[src/rtl/irq_daisy_pkg.sv]
package irq_daisy_pkg;
  localparam int TYPES_PER_CH = 4;

  typedef enum logic [1:0] {
    SRC_TX   = 2'd0,
    SRC_STAT = 2'd1,
    SRC_RX   = 2'd2,
    SRC_ERR  = 2'd3
  } src_type_e;

  // rank 0 = highest priority; first channel rank group is the highest index group
  function automatic int rank_to_idx(input int rank, input int num_ch);
    int grp;
    int pos;
    src_type_e t;
    grp = rank / TYPES_PER_CH;
    pos = rank % TYPES_PER_CH;
    case (pos)
      0:       t = SRC_RX;
      1:       t = SRC_TX;
      2:       t = SRC_STAT;
      default: t = SRC_ERR;
    endcase
    return (num_ch - 1 - grp) * TYPES_PER_CH + int'(t);
  endfunction
endpackage

[src/rtl/irq_src_cell.sv]
module irq_src_cell (
  input  logic clk_i,
  input  logic rst_ni,
  input  logic set_i,
  input  logic clr_i,
  input  logic grant_i,
  input  logic ret_i,
  output logic pend_o,
  output logic insvc_o
);
  logic pend_q, insvc_q;

  always_ff @(posedge clk_i or negedge rst_ni) begin
    if (!rst_ni) begin
      pend_q  <= 1'b0;
      insvc_q <= 1'b0;
    end else begin
      pend_q  <= set_i | (pend_q & ~clr_i & ~grant_i);
      insvc_q <= grant_i | (insvc_q & ~ret_i);
    end
  end

  assign pend_o  = pend_q;
  assign insvc_o = insvc_q;
endmodule

[src/rtl/irq_prio_scan.sv]
module irq_prio_scan #(
  parameter int NUM_CH = 2,
  localparam int N     = NUM_CH * irq_daisy_pkg::TYPES_PER_CH,
  localparam int IDX_W = $clog2(N)
) (
  input  logic [N-1:0]     pend_i,
  input  logic [N-1:0]     insvc_i,
  output logic             req_o,
  output logic             any_pend_o,
  output logic [IDX_W-1:0] grant_idx_o,
  output logic [N-1:0]     grant_oh_o,
  output logic [N-1:0]     ret_oh_o
);
  import irq_daisy_pkg::*;

  logic [N-1:0] rank_pend, rank_insvc, rank_grant, rank_ret;

  for (genvar r = 0; r < N; r++) begin : g_rank
    localparam int IDX = rank_to_idx(r, NUM_CH);
    assign rank_pend[r]    = pend_i[IDX];
    assign rank_insvc[r]   = insvc_i[IDX];
    assign grant_oh_o[IDX] = rank_grant[r];
    assign ret_oh_o[IDX]   = rank_ret[r];
  end

  always_comb begin
    logic blocked, found_g, found_r;
    req_o       = 1'b0;
    grant_idx_o = '0;
    rank_grant  = '0;
    rank_ret    = '0;
    blocked     = 1'b0;
    found_g     = 1'b0;
    found_r     = 1'b0;
    for (int r = 0; r < N; r++) begin
      if (!blocked) begin
        if (rank_insvc[r])     blocked = 1'b1;
        else if (rank_pend[r]) req_o   = 1'b1;
      end
      if (!found_g && rank_pend[r]) begin
        found_g       = 1'b1;
        rank_grant[r] = 1'b1;
        grant_idx_o   = IDX_W'(rank_to_idx(r, NUM_CH));
      end
      if (!found_r && rank_insvc[r]) begin
        found_r     = 1'b1;
        rank_ret[r] = 1'b1;
      end
    end
    any_pend_o = found_g;
  end
endmodule

[src/rtl/irq_vec_reg.sv]
module irq_vec_reg #(
  parameter int VEC_W = 8,
  parameter int IDX_W = 3
) (
  input  logic             clk_i,
  input  logic             rst_ni,
  input  logic             iack_i,
  input  logic             any_pend_i,
  input  logic [IDX_W-1:0] idx_i,
  input  logic [VEC_W-1:0] base_i,
  output logic [VEC_W-1:0] vec_o
);
  logic [VEC_W-1:0] vec_q;

  always_ff @(posedge clk_i or negedge rst_ni) begin
    if (!rst_ni)     vec_q <= '0;
    else if (iack_i) vec_q <= any_pend_i ? base_i + (VEC_W'(idx_i) << 1) : base_i;
  end

  assign vec_o = vec_q;
endmodule

[src/rtl/irq_daisy_arb.sv]
module irq_daisy_arb #(
  parameter int NUM_CH = 2,
  parameter int VEC_W  = 8,
  localparam int TPC   = irq_daisy_pkg::TYPES_PER_CH,
  localparam int N     = NUM_CH * TPC,
  localparam int IDX_W = $clog2(N)
) (
  input  logic              clk_i,
  input  logic              rst_ni,
  input  logic [N-1:0]      set_i,
  input  logic [N-1:0]      clr_i,
  input  logic [NUM_CH-1:0] ch_reset_i,
  input  logic [VEC_W-1:0]  base_vec_i,
  input  logic              iack_i,
  input  logic              reti_i,
  input  logic              ien_i,
  output logic              ieo_o,
  output logic              irq_o,
  output logic [VEC_W-1:0]  vec_o
);
  logic [N-1:0]     pend_q, insvc_q, clr_eff, grant_oh, ret_oh;
  logic [IDX_W-1:0] grant_idx;
  logic             req, any_pend;

  for (genvar c = 0; c < NUM_CH; c++) begin : g_ch
    assign clr_eff[c*TPC +: TPC] = clr_i[c*TPC +: TPC] | {TPC{ch_reset_i[c]}};
  end

  for (genvar k = 0; k < N; k++) begin : g_src
    irq_src_cell u_cell (
      .clk_i   (clk_i),
      .rst_ni  (rst_ni),
      .set_i   (set_i[k]),
      .clr_i   (clr_eff[k]),
      .grant_i (iack_i & grant_oh[k]),
      .ret_i   (reti_i & ret_oh[k]),
      .pend_o  (pend_q[k]),
      .insvc_o (insvc_q[k])
    );
  end

  irq_prio_scan #(.NUM_CH(NUM_CH)) u_scan (
    .pend_i      (pend_q),
    .insvc_i     (insvc_q),
    .req_o       (req),
    .any_pend_o  (any_pend),
    .grant_idx_o (grant_idx),
    .grant_oh_o  (grant_oh),
    .ret_oh_o    (ret_oh)
  );

  irq_vec_reg #(.VEC_W(VEC_W), .IDX_W(IDX_W)) u_vec (
    .clk_i      (clk_i),
    .rst_ni     (rst_ni),
    .iack_i     (iack_i),
    .any_pend_i (any_pend),
    .idx_i      (grant_idx),
    .base_i     (base_vec_i),
    .vec_o      (vec_o)
  );

  assign irq_o = ien_i & req;
  assign ieo_o = ien_i & ~(|insvc_q);
endmodule

[config.mk]
export PLATFORM = sky130hd
export DESIGN_NAME = irq_daisy_arb
export DESIGN_NICKNAME = d
export VERILOG_FILES = /design/src/rtl/irq_daisy_pkg.sv /design/src/rtl/irq_src_cell.sv /design/src/rtl/irq_prio_scan.sv /design/src/rtl/irq_vec_reg.sv /design/src/rtl/irq_daisy_arb.sv
export SDC_FILE = /design/constraint.sdc
export NUM_CORES = 1
export LEC_CHECK = 0
export BUFFER_PORTS_ARGS = -buffer_cell sky130_fd_sc_hd__buf_2
export CAP_MARGIN = 20
export CORE_AREA = 5 5 61 63
export CTS_CLUSTER_SIZE = 14
export DETAILED_ROUTE_END_ITERATION = 8
export DIE_AREA = 0 0 66 68
export GPL_TIMING_DRIVEN = 1
export HOLD_SLACK_MARGIN = 0.1
export PLACE_DENSITY = 0.82
export RECOVER_POWER = 50
export SYNTH_ARGS = -nofsm -noshare
export SYNTH_HDL_FRONTEND = slang
export SYNTH_HIERARCHICAL = 1
export SYNTH_SLANG_ARGS = --single-unit
[constraint.sdc]
create_clock -name clk_i -period 3.3 [get_ports clk_i]
set_input_delay 0.99 -clock clk_i [delete_from_list [all_inputs] [get_ports clk_i]]
set_output_delay 0.99 -clock clk_i [all_outputs]
set_load 0.02 [all_outputs]
==> results of run 1 <==
how the worst max path moves through the flow:
stage,endpoint,cells past startpoint
2_1_floorplan,u_vec/vec_o[7]$_DFFE_PN0P_,10
3_3_place_gp,u_vec/vec_o[7]$_DFFE_PN0P_,10
3_5_place_dp,u_vec/vec_o[7]$_DFFE_PN0P_,10
4_1_cts,irq_o,5
5_1_grt,irq_o,5
6_report,irq_o,5
per-layer routing:
metal / GRT usage (%) / up-vias / wire, um
met5: 0 / - / 0
met4: 4.57 / 0 / 16
met3: 2.46 / 2 / 118
met2: 26.3 / 19 / 1540
met1: 19.9 / 616 / 1440
li1: - / 672 / -
cell families after synthesis:
family / Yosys count / synth area share [%]
mux: 4 / 2.74
flops: 24 / 38.7
xor+xnor: 1 / 0.565
simple gates: 79 / 29.3
fa+ha+maj: 4 / 3.71
compound gates: 39 / 18.9
buf+inv: 23 / 6.13
layout by cell type (no fill, tap or decap), types with 3 or more instances in the layout:
| cell | Yosys | final |
|---|---|---|
| and2_1 | 17 | 14 |
| and3_1 | 3 | 3 |
| nor3b_1 | 3 | 3 |
| nor2b_1 | 4 | 4 |
| a21oi_1 | 6 | 6 |
| buf_2 | 1 | 38 |
| and2_0 | 0 | 3 |
| a21o_2 | 8 | 8 |
| a21o_1 | 8 | 8 |
| nor2_1 | 24 | 24 |
| clkbuf_4 | 0 | 3 |
| nand2_1 | 4 | 4 |
| inv_1 | 18 | 18 |
| ha_1 | 3 | 3 |
| o21ai_0 | 4 | 4 |
| or2_2 | 8 | 8 |
| dfrtp_1 | 24 | 24 |
registers in the layout (all words and copies together), names as in the netlist:
register / cells
u_vec/vec_o: 8
g_src.u_cell/pend_o: 8
g_src.u_cell/insvc_o: 8
report_power, final:
group / internal [mW] / switching [mW] / total (mW)
clock network: 0.0425 / 0.0800 / 0.123
logic: 0.106 / 0.102 / 0.208
registers: 0.343 / 0.0600 / 0.403
total: 0.491 / 0.242 / 0.733
through the flow:
step / area (sq um) / std cells / hold slack, ns
floorplan: 1550 / 174 / 0.493
global placement: 1780 / 255 / 0.491
detailed placement: 1780 / 255 / 0.499
CTS: 1800 / 258 / 0.528
global route: 1800 / 258 / 0.553
finish: 1800 / 258 / 0.521
area by class of cell:
type / instances / area [sq um]
fill: 301 / 1380
multi-input combinational: 127 / 856
sequential: 24 / 601
timing repair buffer: 40 / 198
inverter: 18 / 67.6
tap: 46 / 57.6
clock buffer: 3 / 22.5
Yosys cell counts:
cell type  number  area share (%)
a21o_2          8             4.5
o2bb2ai_1       1            0.56
nand2_1         4            0.97
nor3_1          2            0.65
a31oi_1         2            0.81
xnor2_1         1            0.56
o2111ai_1       2             1.1
buf_2           1            0.32
o31a_1          1            0.56
and2_1         17             6.9
nor3b_1         3             1.5
clkbuf_1        2            0.48
nor3_4          1             1.0
and2b_2         1            0.56
a21o_1          8             3.9
or4_1           2            0.97
dfrtp_1        24              39
mux2_2          2             1.5
mux2i_1         2             1.3
and3_1          3             1.2
o21ai_0         4             1.3
or3_2           1            0.48
and2_2          1            0.48
o221ai_1        2             1.1
o211a_1         2             1.3
ha_1            3             2.4
and4_1          1            0.56
nor4b_1         1            0.56
fa_1            1             1.3
a211oi_2        1            0.81
nor2_1         24             5.8
or4_4           1            0.73
and3b_1         1            0.56
or2_2           8             3.2
nor2b_1         4             1.6
or3_1           1            0.40
inv_1          18             4.4
o31ai_1         2            0.97
buf_4           2            0.97
a21oi_1         6             1.9
nor4_1          2            0.81
nand3_1         1            0.32
worst reg2reg max path, delay by kind of cell (launching register included):
family,cells,cell delay [ns]
AND/OR/NAND/NOR,3,1.04
adder cells (fa/ha/maj),2,0.62
flip-flops,1,0.48
AO/OA/AOI/OAI,4,0.47
buffers and inverters,1,0.06
==> out/results.ini, run 1 <==
[outcome]
status=complete, no violations

[timing]
setup_slack_ns=0.338
period_needed_ns=2.96
grt_setup_unrepaired=no
fin_skew_ns=0.00182
setup_viol=0
slew_headroom_pct=13.1
finalSetupTns_ns=0
max_freq_mhz=338
min_period_over_period_pct=89.7
maxSlewViolCount=0
worst_pin_slew_ns=1.30
finalHoldViolCount=0

[worst_setup_path]
worstPathRequired_ns=2.31
reg2regPathDepth=10
worstSetupStartpointType=flop
reg2reg_slack_ns=0.49
r2r_end=u_vec/vec_o[7]$_DFFE_PN0P_
cpPeakStageDelay_ns=0.60
crit_type=reg2out
crit_start=g_src[6].u_cell/insvc_o$_DFF_PN0_
cp.arrival_ns=1.97
end_kind=primary output
crit_buf_inv=1
r2r-start=g_src[6].u_cell/pend_o$_DFF_PN0_
worst_path_max_delay_cell=or4_1
critPathMaxFanout=8
critPathTopFamily=simple AND/OR/NAND/NOR gates
crit_chain=or4_1, nor2_1, o2bb2ai_1, and2_1, buf_2

[placed_design]
dp_hpwl_mm=2.43
place_congestion=0.792
portBuffers=40
place_ws_ns=0.515

[cells_and_area]
utilization_pct=56.7
drive_above_1_share_pct=30.7
nets=249
diodes=0
area_delta_synth_final_pct=16.1

[hold_path]
hold_depth=1
hold-path-endpoint=u_vec/vec_o[2]$_DFFE_PN0P_
min_from=u_vec/vec_o[2]$_DFFE_PN0P_
hp-class=reg2reg

[floorplanning]
die-area_sq_mm=0.00449
die_h_um=68
initial_core_util_pct=48.8
coreArea_sq_mm=0.00318
num_rows=21
io-pin-count=41
fp.dieW_um=66

[global_routing]
antenna_found_initial=0
grt_pass1_vias=1260
grt_pass1_wl_mm=5.46
grt_usage_pct=15.3
grt_overflow=0
grt_max_degree=25

[yosys]
ys_types=42
synth_warnings=6
avgSynthCellArea_sq_um=8.92
synth_seq_cells=24
seq_area_frac_synth_pct=38.7
syn_area_sq_mm=0.00155
syn_nets=209
syn_inst=174

[clocking]
cts_resized=0
cts-buffers-inserted=3
postCtsSetupRepairBufs=0
clk_pin_slew_ns=0.12
clock_sinks=24
cts_tree=built
insertion_delay_ns=0.30
cts_hold_buffers=0
cts-root-buf=clkbuf_4
htreeDepth=1
cts_buffer_depth=2

[power_and_ir_drop]
ir_worst_vdd_v=0.000210
power_mw=0.733
power_density_mw_per_mm2=407
p_leak_nw=0.911

[detailed_routing]
drc=0
ant_nets=0
drt_iter0_markers=42
first_pass_iters=4
viasPerCell=5.07
vias=1309
routedWlPerCell_um=12.1
routed_wl_mm=3.11

[flow_run]
maxCapViolCount=0

Power figures use the tool's default switching activity.
==> run 2: changes to the inputs <==
CTS_BUF_LIST = sky130_fd_sc_hd__clkbuf_16   (was default)
==> out/results.ini, run 2 (synthesis results as in run 1) <==
[outcome]
status=complete, no violations

[placed_design]
place_area_sq_mm=0.00178  ; unchanged
portBuffers=40  ; unchanged
placed_cells=255  ; unchanged
dp_hpwl_mm=2.43  ; unchanged
place_congestion=0.792  ; unchanged
place_ws_ns=0.515  ; unchanged

[timing]
finalHoldViolCount=0  ; unchanged
max_freq_mhz=346  ; +2.4%
hold_slack_ns=0.508  ; -0.0130 ns
setup_viol=0  ; unchanged
period_needed_ns=2.89  ; -0.0706 ns
min_period_over_period_pct=87.6  ; -2.1 points
slew_headroom_pct=12.8  ; -0.26 points
grt_setup_unrepaired=no
worst_pin_slew_ns=1.31  ; +0.00394 ns
setup_slack_ns=0.409  ; +0.0706 ns
finalSetupTns_ns=0  ; unchanged
fin_skew_ns=0.00229  ; +0.000464 ns
maxSlewViolCount=0  ; unchanged

[floorplanning]
initial_core_util_pct=48.8  ; unchanged
die_h_um=68  ; unchanged
io-pin-count=41  ; unchanged
num_rows=21  ; unchanged
fp.dieW_um=66  ; unchanged
die-area_sq_mm=0.00449  ; unchanged
coreArea_sq_mm=0.00318  ; unchanged

[detailed_routing]
routedWlPerCell_um=12.6  ; +4.2%
ant_nets=0  ; unchanged
viasPerCell=5.23  ; +3.1%
routed_wl_mm=3.25  ; +4.2%
vias=1349  ; +3.1%
first_pass_iters=4  ; unchanged
drc=0  ; unchanged
drt_iter0_markers=41  ; -2.4%

[clocking]
clock_sinks=24  ; unchanged
clk_pin_slew_ns=0.06  ; -0.06 ns
cts_hold_buffers=0  ; unchanged
cts-buffers-inserted=3  ; unchanged
cts_tree=built
htreeDepth=1  ; unchanged
cts_buffer_depth=2  ; unchanged
insertion_delay_ns=0.25  ; -0.05 ns
postCtsSetupRepairBufs=0  ; unchanged
cts_resized=0  ; unchanged
cts-root-buf=clkbuf_16

[power_and_ir_drop]
power_density_mw_per_mm2=468  ; +15%
p_leak_nw=0.935  ; +2.5%
swShare_pct=29.7  ; -3.3 points
switchingPower_mw=0.258  ; +6.5%
clkPwrFrac_pct=29.4  ; +13 points
power.internal_mw=0.610  ; +24%
pwr-share-comb_pct=24.0  ; -4.3 points
seqPwrFrac_pct=46.6  ; -8.4 points
ir_worst_vdd_v=0.000213  ; +1.6%
power_mw=0.868  ; +18%

[worst_setup_path]
worstSetupStartpointType=flop
crit_type=reg2out
path_depth=5  ; unchanged
crit_buf_inv=1  ; unchanged
crit_chain=or4_1, nor2_1, o2bb2ai_1, and2_1, buf_2
critPathTopFamily=simple AND/OR/NAND/NOR gates
reg2regPathDepth=10  ; unchanged
worst_path_max_delay_cell=or4_1
crit_start=g_src[6].u_cell/insvc_o$_DFF_PN0_
cp.arrival_ns=1.90  ; -0.07 ns
r2r-start=g_src[6].u_cell/pend_o$_DFF_PN0_
end_kind=primary output
critPathMaxFanout=8  ; unchanged
cpPeakStageDelay_ns=0.59  ; about the same
worstPathRequired_ns=2.31  ; about the same

[cells_and_area]
utilization_pct=58.3  ; +1.7 points
fin_cells=258  ; unchanged
final_common_cell=buf_2
diodes=0  ; unchanged
area_delta_synth_final_pct=19.5
final_cell_mix=38 x buf_2, 24 x nor2_1, 24 x dfrtp_1
nets=249  ; unchanged
drive_above_1_share_pct=30.7  ; unchanged
design_area_sq_mm=0.00185  ; +2.9%

[global_routing]
grt_usage_pct=16.0  ; +0.73 points
grt_pass1_wl_mm=5.67  ; +3.9%
grt_pass1_vias=1292  ; +2.5%
grt_max_degree=25  ; unchanged
grt_overflow=0  ; unchanged
antenna_found_initial=0  ; unchanged

[hold_path]
hold_depth=1  ; unchanged
hp-class=reg2reg
min_from=u_vec/vec_o[2]$_DFFE_PN0P_

[flow_run]
maxCapViolCount=0  ; unchanged

[run 2: cell counts in the layout (fill, tap and decap cells not counted)]
Identical to the previous run, type by type.
[run 2: final timing paths]
check | endpoint | slack [ns]
max | irq_o | 0.41
min | u_vec/vec_o[2]$_DFFE_PN0P_ | 0.51
max reg2reg | u_vec/vec_o[7]$_DFFE_PN0P_ | 0.46
min reg2reg | u_vec/vec_o[2]$_DFFE_PN0P_ | 0.51
max in group asynchronous | g_src[0].u_cell/insvc_o$_DFF_PN0_ | 1.52
min in group asynchronous | g_src[6].u_cell/insvc_o$_DFF_PN0_ | 1.01
[run 2: area by class of cell]
class / count / area (sq um)
Multi-Input combinational cell: 127 / 856
Sequential cell: 24 / 601
Tap cell: 46 / 57.6
Clock buffer: 3 / 75.1
Timing Repair Buffer: 40 / 198
Inverter: 18 / 67.6
Fill cell: 289 / 1330
[run 2: power groups by stage]
stage	sequential, mW	clock (mW)	combinational, mW
after floorplan	0.410	0	0.135
after detailed placement	0.409	0	0.210
after CTS	0.404	0.261	0.211
after global placement	0.408	0	0.206
final	0.404	0.255	0.208
after global routing	0.417	0.270	0.234
[run 2: per-layer routing]
metal	GRT usage, %	vias up	part of all wire (%)
li1	-	675	-
met2	27.4	30	50
met1	20.5	640	45
met3	2.46	4	4.4
met4	6.09	0	1.2
met5	0	-	0
[run 2: worst reg2reg max path: stages (launching register included)]
cell      delay, ns
dfrtp_1        0.46
or4_4          0.61
nor3_4         0.17
o21ai_0        0.12
o31ai_1        0.09
ha_1           0.23
inv_1          0.06
fa_1           0.39
nor2b_1        0.26
o211a_1        0.18
o221ai_1       0.10
==> run 3: changes to the inputs <==
==> constraint.sdc (replaced) <==
create_clock -name clk_i -period 3.3 [get_ports clk_i]
set_input_delay 0.99 -clock clk_i [delete_from_list [all_inputs] [get_ports clk_i]]
set_output_delay 0.99 -clock clk_i [all_outputs]
set_load 0.01 [all_outputs]
==> out/results.ini, run 3 (synthesis results as in run 1) <==
[outcome]
status=complete, no violations

[detailed_routing]
vias=1332  ; -1.3%
routed_wl_mm=3.21  ; -1.0%
drt_iter0_markers=80  ; +95%
ant_nets=0  ; unchanged
drc=0  ; unchanged
routedWlPerCell_um=12.4  ; -1.4%
viasPerCell=5.14  ; -1.6%
first_pass_iters=4  ; unchanged

[floorplanning]
fp.dieW_um=66  ; unchanged
initial_core_util_pct=48.8  ; unchanged
io-pin-count=41  ; unchanged
die-area_sq_mm=0.00449  ; unchanged
num_rows=21  ; unchanged
die_h_um=68  ; unchanged
coreArea_sq_mm=0.00318  ; unchanged

[timing]
finalSetupTns_ns=0  ; unchanged
grt_setup_unrepaired=no
fin_skew_ns=0.00367  ; +0.00138 ns
slew_headroom_pct=13.4  ; +0.60 points
worst_pin_slew_ns=1.30  ; -0.00899 ns
period_needed_ns=2.87  ; -0.0196 ns
finalHoldViolCount=0  ; unchanged
setup_viol=0  ; unchanged
min_period_over_period_pct=87.0  ; -0.59 points
maxSlewViolCount=0  ; unchanged
max_freq_mhz=348  ; +0.68%

[cells_and_area]
drive_above_1_share_pct=30.5  ; -0.14 points
n_fill_cell=293  ; +1.4%
area_delta_synth_final_pct=19.8
final_cell_mix=38 x buf_2, 24 x nor2_1, 24 x dfrtp_1
fin_cells=259  ; +0.39%
final_common_cell=buf_2
nets=249  ; unchanged
diodes=0  ; unchanged

[clocking]
htreeDepth=1  ; unchanged
insertion_delay_ns=0.25  ; about the same
clock_sinks=24  ; unchanged
cts-buffers-inserted=3  ; unchanged
cts_tree=built
cts_hold_buffers=0  ; unchanged
postCtsSetupRepairBufs=0  ; unchanged
cts_resized=0  ; unchanged
cts_buffer_depth=2  ; unchanged
clk_pin_slew_ns=0.06  ; about the same
cts-root-buf=clkbuf_16

[worst_setup_path]
end_kind=primary output
critPathTopFamily=simple AND/OR/NAND/NOR gates
cpPeakStageDelay_ns=0.60  ; about the same
worstPathRequired_ns=2.31  ; about the same
crit_chain=or4_1, nor2_1, o2bb2ai_1, and2_1, buf_2
worst_path_max_delay_cell=or4_1
critPathMaxFanout=8  ; unchanged
crit_buf_inv=1  ; unchanged
cp.arrival_ns=1.88  ; -0.02 ns
worstSetupStartpointType=flop
crit_type=reg2out

[placed_design]
dp_hpwl_mm=2.46  ; +1.4%
portBuffers=40  ; unchanged
place_congestion=0.773  ; -2.5%
placed_cells=255  ; unchanged

[global_routing]
grt_max_degree=25  ; unchanged
grt_usage_pct=15.4  ; -0.61 points
grt_pass1_wl_mm=5.48  ; -3.4%
grt_pass1_vias=1236  ; -4.3%
antenna_found_initial=0  ; unchanged
grt_overflow=0  ; unchanged

[power_and_ir_drop]
p_leak_nw=0.936  ; +0.17%
power_density_mw_per_mm2=462  ; -1.2%
ir_worst_vdd_v=0.000314  ; +48%

[hold_path]
hp-class=reg2reg

[flow_run]
maxCapViolCount=0  ; unchanged

==> run 3: power breakdown <==
group	leakage, nW	total [mW]	switching (mW)	internal [mW]
clock	0.0385	0.260	0.0987	0.162
sequential	0.282	0.404	0.0597	0.344
combinational	0.616	0.195	0.0898	0.105
==> run 3: stage by stage <==
stage                     area [sq um]  power [mW]  hold slack (ns)  worst slack (ns)  utilization, %
final                             1860       0.859            0.501             0.429            58.4
after global routing              1860       0.917            0.512             0.316            58.4
after CTS                         1860       0.871            0.505             0.414            58.5
after detailed placement          1780       0.606            0.490             0.490            56.0
after global placement            1780       0.602            0.491             0.581            56.0
after floorplan                   1550       0.533            0.493             0.728               -
==> run 3: per-layer routing <==
| layer | vias to the layer above | global-route usage [%] | wire length (um) |
|---|---|---|---|
| li1 | 678 | - | - |
| met1 | 625 | 20.2 | 1480 |
| met2 | 27 | 26.0 | 1580 |
| met3 | 2 | 2.30 | 137 |
| met4 | 0 | 5.33 | 25 |
| met5 | - | 0 | 0 |
==> run 3: final cells by class <==
type                            instances  area [sq um]  share of cell area [%]
Multi-Input combinational cell        127           856                    46.1
Sequential cell                        24           601                    32.3
Timing Repair Buffer                   40           198                    10.6
Clock buffer                            3          75.1                    4.04
Inverter                               18          67.6                    3.64
Tap cell                               46          57.6                    3.10
Clock inverter                          1          3.75                   0.202
==> run 3: worst paths after layout <==
check                      slack, ns  cells past startpoint                               from                           endpoint
min reg2reg                     0.50                      1         u_vec/vec_o[2]$_DFFE_PN0P_         u_vec/vec_o[2]$_DFFE_PN0P_
max reg2reg                     0.47                     10   g_src[6].u_cell/pend_o$_DFF_PN0_         u_vec/vec_o[7]$_DFFE_PN0P_
max in group asynchronous       1.53                      1                             rst_ni         u_vec/vec_o[7]$_DFFE_PN0P_
max                             0.43                      5  g_src[6].u_cell/insvc_o$_DFF_PN0_                              irq_o
min in group asynchronous       1.01                      1                             rst_ni  g_src[6].u_cell/insvc_o$_DFF_PN0_
min                             0.50                      1         u_vec/vec_o[2]$_DFFE_PN0P_         u_vec/vec_o[2]$_DFFE_PN0P_
